### src/rtl/callstack_pkg.sv
package callstack_pkg;
  localparam int STK_MAXW = 3;

  typedef enum logic [2:0] {
    CMD_PUSH      = 3'd0,
    CMD_POP       = 3'd1,
    CMD_CALL_NEAR = 3'd2,
    CMD_CALL_FAR  = 3'd3,
    CMD_INT       = 3'd4,
    CMD_RET_NEAR  = 3'd5,
    CMD_RET_FAR   = 3'd6,
    CMD_IRET      = 3'd7
  } stk_cmd_e;

  typedef enum logic {ST_IDLE = 1'b0, ST_XFER = 1'b1} stk_state_e;
endpackage

### src/rtl/callstack_decode.sv
module callstack_decode
  import callstack_pkg::*;
#(
  parameter int W = 16
) (
  input  stk_cmd_e                     cmd,
  input  logic [W-1:0]                 ip,
  input  logic [W-1:0]                 cs,
  input  logic [W-1:0]                 flags,
  input  logic [W-1:0]                 val,
  output logic                         is_pop,
  output logic [1:0]                   nwords,
  output logic [STK_MAXW-1:0][W-1:0]   slots
);
  // slots[0] is written first; far frames put the segment above the offset
  always_comb begin
    is_pop = 1'b0;
    nwords = 2'd1;
    slots  = '0;
    unique case (cmd)
      CMD_PUSH:      slots[0] = val;
      CMD_POP:       is_pop = 1'b1;
      CMD_CALL_NEAR: slots[0] = ip;
      CMD_CALL_FAR: begin
        nwords   = 2'd2;
        slots[0] = cs;
        slots[1] = ip;
      end
      CMD_INT: begin
        nwords   = 2'd3;
        slots[0] = flags;
        slots[1] = cs;
        slots[2] = ip;
      end
      CMD_RET_NEAR:  is_pop = 1'b1;
      CMD_RET_FAR: begin
        is_pop = 1'b1;
        nwords = 2'd2;
      end
      CMD_IRET: begin
        is_pop = 1'b1;
        nwords = 2'd3;
      end
      default: ;
    endcase
  end
endmodule

### src/rtl/callstack_addr.sv
module callstack_addr #(
  parameter int W      = 16,
  parameter int SHIFT  = 4,
  parameter int ADDR_W = 20,
  parameter int STEP   = 2
) (
  input  logic [W-1:0]      ss,
  input  logic [W-1:0]      sp,
  input  logic              is_pop,
  output logic [ADDR_W-1:0] addr
);
  logic [W-1:0]      off;
  logic [ADDR_W-1:0] base;

  // a write targets the already-decremented pointer
  assign off  = is_pop ? sp : sp - W'(STEP);
  assign base = ADDR_W'({ss, {SHIFT{1'b0}}});
  assign addr = base + ADDR_W'(off);
endmodule

### src/rtl/callstack_ptr.sv
module callstack_ptr #(
  parameter int W    = 16,
  parameter int STEP = 2
) (
  input  logic         clk,
  input  logic         rst_n,
  input  logic         load,
  input  logic [W-1:0] load_sp,
  input  logic [W-1:0] load_ss,
  input  logic         step_en,
  input  logic         step_up,
  output logic [W-1:0] sp,
  output logic [W-1:0] ss
);
  always_ff @(posedge clk or negedge rst_n) begin
    if (!rst_n) begin
      sp <= '0;
      ss <= '0;
    end else if (load) begin
      sp <= load_sp;
      ss <= load_ss;
    end else if (step_en) begin
      sp <= step_up ? sp + W'(STEP) : sp - W'(STEP);
    end
  end
endmodule

### src/rtl/callstack_seq.sv
module callstack_seq
  import callstack_pkg::*;
#(
  parameter int W      = 16,
  parameter int SHIFT  = 4,
  parameter int ADDR_W = 20,
  parameter int STEP   = 2
) (
  input  logic              clk,
  input  logic              rst_n,
  input  logic              cmd_valid,
  output logic              cmd_ready,
  input  logic [2:0]        cmd_code,
  input  logic [W-1:0]      op_ip,
  input  logic [W-1:0]      op_cs,
  input  logic [W-1:0]      op_flags,
  input  logic [W-1:0]      op_val,
  input  logic              ld_en,
  input  logic [W-1:0]      ld_sp,
  input  logic [W-1:0]      ld_ss,
  output logic              mem_req,
  output logic              mem_we,
  output logic [ADDR_W-1:0] mem_addr,
  output logic [W-1:0]      mem_wdata,
  input  logic              mem_ack,
  input  logic [W-1:0]      mem_rdata,
  output logic              busy,
  output logic              done,
  output logic [W-1:0]      res_w0,
  output logic [W-1:0]      res_w1,
  output logic [W-1:0]      res_w2,
  output logic [W-1:0]      cur_sp,
  output logic [W-1:0]      cur_ss
);
  localparam int CNT_W = $clog2(STK_MAXW + 1);

  stk_state_e                    state_q;
  logic [CNT_W-1:0]              idx_q;
  logic [CNT_W-1:0]              n_q;
  logic                          pop_q;
  logic [STK_MAXW-1:0][W-1:0]    slots_q;
  logic [W-1:0]                  cap_q [STK_MAXW];
  logic [W-1:0]                  res_q [STK_MAXW];
  logic                          done_q;

  logic                          dec_pop;
  logic [1:0]                    dec_n;
  logic [STK_MAXW-1:0][W-1:0]    dec_slots;
  logic                          accept;
  logic                          beat;
  logic                          last_beat;

  callstack_decode #(.W(W)) u_decode (
    .cmd    (stk_cmd_e'(cmd_code)),
    .ip     (op_ip),
    .cs     (op_cs),
    .flags  (op_flags),
    .val    (op_val),
    .is_pop (dec_pop),
    .nwords (dec_n),
    .slots  (dec_slots)
  );

  callstack_ptr #(.W(W), .STEP(STEP)) u_ptr (
    .clk     (clk),
    .rst_n   (rst_n),
    .load    (ld_en && !busy),
    .load_sp (ld_sp),
    .load_ss (ld_ss),
    .step_en (beat),
    .step_up (pop_q),
    .sp      (cur_sp),
    .ss      (cur_ss)
  );

  callstack_addr #(.W(W), .SHIFT(SHIFT), .ADDR_W(ADDR_W), .STEP(STEP)) u_addr (
    .ss     (cur_ss),
    .sp     (cur_sp),
    .is_pop (pop_q),
    .addr   (mem_addr)
  );

  assign busy      = (state_q == ST_XFER);
  assign cmd_ready = !busy && !ld_en;
  assign accept    = cmd_valid && cmd_ready;
  assign beat      = busy && mem_ack;
  assign last_beat = beat && (CNT_W'(idx_q + 1'b1) == n_q);

  assign mem_req   = busy;
  assign mem_we    = busy && !pop_q;
  assign mem_wdata = slots_q[idx_q];

  assign done   = done_q;
  assign res_w0 = res_q[0];
  assign res_w1 = res_q[1];
  assign res_w2 = res_q[2];

  always_ff @(posedge clk or negedge rst_n) begin
    if (!rst_n) begin
      state_q <= ST_IDLE;
      idx_q   <= '0;
      n_q     <= '0;
      pop_q   <= 1'b0;
      slots_q <= '0;
      done_q  <= 1'b0;
      for (int k = 0; k < STK_MAXW; k++) begin
        cap_q[k] <= '0;
        res_q[k] <= '0;
      end
    end else begin
      done_q <= last_beat;
      if (accept) begin
        state_q <= ST_XFER;
        idx_q   <= '0;
        n_q     <= CNT_W'(dec_n);
        pop_q   <= dec_pop;
        slots_q <= dec_slots;
        for (int k = 0; k < STK_MAXW; k++) cap_q[k] <= '0;
      end else if (beat) begin
        idx_q <= idx_q + 1'b1;
        if (pop_q) cap_q[idx_q] <= mem_rdata;
        if (last_beat) begin
          state_q <= ST_IDLE;
          for (int k = 0; k < STK_MAXW; k++)
            res_q[k] <= (pop_q && idx_q == CNT_W'(k)) ? mem_rdata : cap_q[k];
        end
      end
    end
  end

  // request and its payload are held until acknowledged
  p_req_hold_r11: assert property (@(posedge clk) disable iff (!rst_n)
    mem_req && !mem_ack |=> mem_req && $stable(mem_addr) && $stable(mem_we) && $stable(mem_wdata));

  // a completed write leaves the pointer two lower
  p_push_dec_r3: assert property (@(posedge clk) disable iff (!rst_n)
    mem_req && mem_ack && mem_we |=> cur_sp == $past(cur_sp) - W'(STEP));

  // a completed read leaves the pointer two higher
  p_pop_inc_r4: assert property (@(posedge clk) disable iff (!rst_n)
    mem_req && mem_ack && !mem_we |=> cur_sp == $past(cur_sp) + W'(STEP));

  // a taken command makes the block busy
  p_accept_busy_r9: assert property (@(posedge clk) disable iff (!rst_n)
    cmd_valid && cmd_ready |=> busy);

  // done is a single pulse seen while idle
  p_done_pulse_r10: assert property (@(posedge clk) disable iff (!rst_n)
    done |=> !done);
  p_done_idle_r10: assert property (@(posedge clk) disable iff (!rst_n)
    done |-> !busy && !mem_req);

  // a load while busy leaves the segment alone
  p_ld_busy_r12: assert property (@(posedge clk) disable iff (!rst_n)
    ld_en && busy |=> $stable(cur_ss));
endmodule

### config.mk
export PLATFORM = sky130hd
export DESIGN_NAME = callstack_seq
export DESIGN_NICKNAME = d
export VERILOG_FILES = /design/src/rtl/callstack_pkg.sv /design/src/rtl/callstack_decode.sv /design/src/rtl/callstack_addr.sv /design/src/rtl/callstack_ptr.sv /design/src/rtl/callstack_seq.sv
export SDC_FILE = /design/constraint.sdc
export NUM_CORES = 1
export LEC_CHECK = 0
export BUFFER_PORTS_ARGS = -buffer_cell sky130_fd_sc_hd__buf_4
export CAP_MARGIN = 20
export CORE_ASPECT_RATIO = 1.4
export CORE_MARGIN = 3
export CORE_UTILIZATION = 35
export CTS_CLUSTER_DIAMETER = 150
export DETAILED_ROUTE_END_ITERATION = 6
export PLACE_DENSITY = 0.68
export SKIP_LAST_GASP = 1
export SLEW_MARGIN = 15
export SYNTH_ARGS = -nofsm -noshare
export SYNTH_HDL_FRONTEND = slang
export SYNTH_SLANG_ARGS = --single-unit
### constraint.sdc
create_clock -name clk -period 4.8 [get_ports clk]
set_input_delay 0.96 -clock clk [delete_from_list [all_inputs] [get_ports clk]]
set_output_delay 0.96 -clock clk [all_outputs]
set_load 0.02 [all_outputs]
**Word-level counts from Yosys, hierarchy flattened**

Cells that the tools add are included.

- Flip-flop bits (word level): 183
- Bits in latches: 0
- Bits in writable memories: 0
- ROM bits: 0
- Bits of input ports: 120
- Output and inout port bits: 121
- Logic and storage cells: 85
- Memories: 0

- Add/subtract/negate cells: 4
- Multipliers: 0
- Divide/modulo/power cells: 0
- Order comparisons: 3
- Equality and inequality tests: 10
- Shift-type cells: 0
- Mux-type cells: 25
- Bitwise logic cells: 2
- Reductions and logical operators: 25

Operators by type and width:

| cell | number |
|---|---|
| $mux 16 | 10 |
| $mux 48 | 3 |
| $pmux 16 s4 | 1 |
| $bwmux 48 | 1 |
| $bmux 16 s2 | 1 |
| $demux 16 s2 | 1 |
| $pmux 16 s2 | 1 |
| $add 20x16->20 | 1 |
| $add 16x2->16 const B | 1 |
| $sub 16x2->16 const B | 1 |
| $eq 3x3->1 const B | 4 |
| $logic_and 1x1->1 | 10 |
| $reduce_bool 2->1 | 4 |
| $eq 3x2->1 const B | 2 |
| $mux 1 | 4 |
| $mux 2 | 2 |
| $pmux 2 s2 | 1 |
| $reduce_and 2->1 | 2 |
| $reduce_or 2->1 | 2 |
| $reduce_or 4->1 | 1 |
| $eq 3x1->1 const B | 1 |
| $ge 3x3->1 const B | 1 |
| $logic_not 1->1 | 3 |
| $logic_not 3->1 | 1 |
| 10 further kinds | 10 |

**Depth between registers and ports, before layout**

- Word-level depth: 9
- Gate-level depth with buffers: 13
- Depth with buffers taken out: 11

**Hierarchy**

A second synthesis with hierarchy kept.

- Cell total of the unflattened synthesis: 891
- Area, all modules: 10,497.6 um^2

Modules (own cells, without submodules):

| module | instances | cells each | area each (um^2) | seq. area each (um^2) |
|---|---|---|---|---|
| callstack_seq | 1 | 457 | 6,585.1 | 3,778.6 |
| callstack_ptr | 1 | 197 | 2,067.0 | 800.8 |
| callstack_decode | 1 | 123 | 988.4 | 0.0 |
| callstack_addr | 1 | 114 | 857.1 | 0.0 |

**Worst setup path after synthesis**

OpenSTA, ideal clock, no wires.

- Path type: register -> output
- From: reg u_ptr.sp[3]
- To: out mem_addr[17]
- Arrival time: 3,385 ps
- Required time: 3,840 ps
- Setup slack: 455 ps
- Stages on the path, launching flop included: 14
- Buffers on the path: 3
- Cells stage by stage: dfrtp_1 buf_6 or4_4 buf_6 nor4_4 nand2_1 xnor2_1 ha_1 clkbuf_1 a21oi_1 o22ai_1 a311oi_1 o21ai_0 xor2_1

- Longest elaborated chain between the ends: 3

Ends and longest elaborated chain:

| item | RTL line | RTL |
|---|---|---|
| start: declaration | callstack_ptr.sv:12 | `output logic [W-1:0] sp,` |
| start signal: assignment | callstack_ptr.sv:20 | `sp <= load_sp;` |
| start signal: assignment | callstack_ptr.sv:23 | `sp <= step_up ? sp + W'(STEP) : sp - W'(STEP);` |
| $sub 16x2->16 | callstack_addr.sv:16 | `assign off = is_pop ? sp : sp - W'(STEP);` |
| $mux 16 (*) | callstack_addr.sv:16 |  |
| $add 20x16->20 (*) | callstack_addr.sv:18 | `assign addr = base + ADDR_W'(off);` |
| end: declaration | callstack_seq.sv:23 | `output logic [ADDR_W-1:0] mem_addr,` |

Every way passes the cells marked *; elsewhere a longest branch is shown, timed or not.

**Worst setup path after layout**

- From: reg u_ptr.sp[1]
- To: out mem_addr[12]

The elaborated chain is that of the path after synthesis.

==> impl_metrics.tcl <==
set metrics [dict create \
    leakage_nw 5.95 \
    async_reset_ff_share_pct 100 \
    critPathLaunchType "flop" \
    muxShareOfSynthArea_pct 9.38 \
    synthAdderAreaFrac_pct 2.56 \
    holdWs_ns 0.485 \
    max_stage_delay_ns 0.63 \
    grt_pass1_vias 8646 \
    routed_via_density 5.15 \
    crit_path_end_kind "primary output" \
    final_nets 1407 \
    ios 241 \
    clkLatencyLatePin_ns 0.44 \
    synth_most_common_cell "nand2_1" \
    die_area_sq_mm 0.0295 \
    cp.arrival_ns 3.72 \
    antenna_found_initial 1 \
    critical_path_class "reg -> out" \
    seqPwrFrac_pct 29.5 \
    cts_inserted_buffers 17 \
    synth_top_family_by_area "simple AND/OR/NAND/NOR gates" \
    synth_top_area_cell "dfrtp_1" \
    die_h_microns 202 \
    wl_per_cell_microns 17.6 \
    timing.final.crit_period_ns 4.68 \
    ys.flop_type "dfrtp_1" \
    syn-cell-area_sq_mm 0.00959 \
    htreeDepth 4 \
    vias 8478 \
    synth_warnings 0 \
    wl_mm 29.0 \
    reg2regPathDepth 6 \
    grt_max_degree 131 \
    drc 0 \
    synth.distinct_cells 57 \
    rows 71 \
    netlist_instances 1053 \
    setup-violations-final 0 \
    start_util_pct 35.6 \
    hpwl_mm 19.8 \
    max_freq_ghz 0.214 \
    place.gp.congestion 0.889 \
    grt_first_pass_wirelength_mm 46.0 \
    ys_ff_latch 183 \
    rrSetupSlack_ns 2.04 \
    clock_path_buffers 2 \
    drv_cap 0 \
    swShare_pct 44.2 \
    synth_compound_area_share_pct 16.1 \
    pwr-share-clk_pct 15.3 \
    worstMarginPinSlew_ns 1.12 \
    synth_fp_nets 1192 \
    syn_to_final_growth_pct 31.3 \
    combPwrFrac_pct 55.2 \
    fp.dieW_microns 146 \
    rsz0062_at_grt "yes" \
    cts_root_buf "clkbuf_16" \
    internal_power_mw 5.27 \
    cp.required_ns 3.84 \
    cts_tree "done" \
    synth_common_cells "193 x nand2_1, 183 x dfrtp_1, 132 x nor2_1" \
    synth_edf_count 0 \
    yosys.area_share.xor_xnor_pct 3.56 \
    fillers 2578 \
    drv_slew 0 \
    synth_top_area_share_pct 47.7 \
    drt_first_pass_iters 5 \
    cts-hold-fix-buffers 0 \
    finalCritPeriodShare_pct 97.4 \
    hold_violations 0 \
    avgSynthCellArea_sq_um 9.11 \
    r2r-end "res_w1[6]" \
    drive_gt1_share_pct 28.4 \
    io_buffers 240 \
    ys_seq_area_share_pct 47.7 \
    multi_input_area_sq_mm 0.00482 \
    power_density_mw_per_mm2 750 \
    peakVddDrop_mv 0.323 \
    first_iter_violations 481 \
    synthSimpleGateAreaFrac_pct 16.8 \
    core_sq_mm 0.0269 \
    hold_path.class "in -> async" \
    path_cells "buf_6 > or4_4 > xnor2_2 > ha_2 > inv_1 > fa_2 > nor2b_2 > o2111a_2 > o31ai_4 > and4b_1 > or4_4 > buf_6" \
    outcome "finished, final reports clean" \
    tns_ns 0 \
    antenna_left 0 \
    critical-path-slowest-cell "or4_4" \
    clk_pin_slew_ns 0.07 \
    synth.area.top_cells "dfrtp_1 48%, nand2_1 7.6%, mux2i_1 6.7%" \
    seqCellArea_sq_mm 0.00458 \
    cts_sinks 183 \
    r2r_start "idx_q[1]" \
    grt_overflow 0 \
    slew-limit-headroom_pct 25.6 \
    gr-usage-all-layers_pct 19.2 \
    worstPathMaxFanout 8 \
    fin_skew_ns 0.0133 \
    switchingPower_mw 4.18 \
]
## kinds of logic (layout without fill, tap and decap cells)
logic type | after synthesis | count (layout)
AOI/OAI and AO/OA | 249 | 249
xor gates and xnor gates | 39 | 39
adders and majority gates | 19 | 19
buffers and inverters | 91 | 318
DFF | 183 | 183
muxes | 87 | 87
other | 0 | 1
and+or+nand+nor | 385 | 385
## state kept, by name, indices dropped and copies added, names as in the netlist, 16 cells and up
name / cells
res_w2: 16
u_ptr.sp: 16
slots_q: 48
res_w1: 16
cap_q: 48
u_ptr.ss: 16
res_w0: 16
## metal layers
metal / global-route usage, % / part of all wire [%] / routed length [microns] / vias to the layer above
met4: 7.71 / 3.1 / 905 / 0
met5: 0 / 0 / 0 / -
li1: - / - / - / 4075
met2: 34.2 / 52 / 15200 / 236
met1: 22.6 / 39 / 11400 / 4121
met3: 4.10 / 5.0 / 1440 / 46
## critical path: cells and delay by family (launching register included)
| family | cells | cell delay (ns) |
|---|---|---|
| AOI/OAI and AO/OA | 2 | 0.32 |
| xor gates and xnor gates | 1 | 0.19 |
| adders and majority gates | 2 | 0.57 |
| buffers and inverters | 3 | 0.35 |
| DFF | 1 | 0.39 |
| and+or+nand+nor | 4 | 1.47 |
## final cells by class
type,instances,area share (%)
clock inverters,12,1.12
multi-input cells,779,38.3
flip-flops and latches,183,36.4
clock buffers,19,3.60
inverters,18,0.537
repair buffers,269,16.4
diodes,1,0.0199
well taps,365,3.63
## power groups by stage
| stage | sequential [mW] | clock (mW) | combinational [mW] |
|---|---|---|---|
| detailed placement | 2.79 | 0 | 5.02 |
| CTS | 2.77 | 1.48 | 5.06 |
| finish | 2.79 | 1.44 | 5.22 |
| global route | 2.88 | 1.53 | 5.67 |
| floorplan | 3.03 | 0 | 2.83 |
| global placement | 2.77 | 0 | 4.96 |
## per-stage QoR
stage / cell area (sq um) / setup slack (ns) / util (%) / cells / total power, mW
floorplan: 9590 / 0.455 / - / 1053 / 5.86
global placement: 11700 / 0.337 / 43.6 / 1604 / 7.72
detailed placement: 11700 / 0.209 / 43.6 / 1604 / 7.82
CTS: 12400 / 0.0128 / 45.9 / 1635 / 9.31
global route: 12600 / -0.0374 / 46.8 / 1646 / 10.1
finish: 12600 / 0.123 / 46.8 / 1646 / 9.44
## what timing repair did
action,CTS,global route
hold endpoints to repair,0,0
pin swaps,0,10
setup buffers,0,9
endpoints found under the setup margin,7,8
gates resized for setup,7,29
## worst max path at each step
| stage | startpoint | to | slack [ns] | depth (start not counted) |
|---|---|---|---|---|
| 3_5_place_dp | u_ptr.sp[2] | mem_addr[19] | 0.21 | 12 |
| 4_1_cts | u_ptr.sp[3] | mem_addr[12] | 0.01 | 11 |
| 5_1_grt | u_ptr.sp[1] | mem_addr[19] | -0.04 | 12 |
| 3_3_place_gp | u_ptr.sp[2] | mem_addr[17] | 0.34 | 12 |
| 2_1_floorplan | u_ptr.sp[3] | mem_addr[17] | 0.46 | 13 |
| 6_report | u_ptr.sp[1] | mem_addr[12] | 0.12 | 12 |
## cell usage in the layout, fill, tap and decap left out, drive strengths merged, types with 9 or more instances in the layout
| cell type | instances |
|---|---|
| buf | 268 |
| nand2 | 193 |
| dfrtp | 183 |
| nor2 | 132 |
| a21oi | 122 |
| mux2i | 64 |
| o21ai | 39 |
| a22o | 25 |
| xnor2 | 24 |
| mux2 | 23 |
| a221oi | 23 |
| inv | 23 |
| clkbuf | 20 |
| ha | 18 |
| xor2 | 15 |
| nand3 | 12 |
| a22oi | 11 |
| nand4 | 9 |
Note: power is estimated with default switching activity, not from simulation.
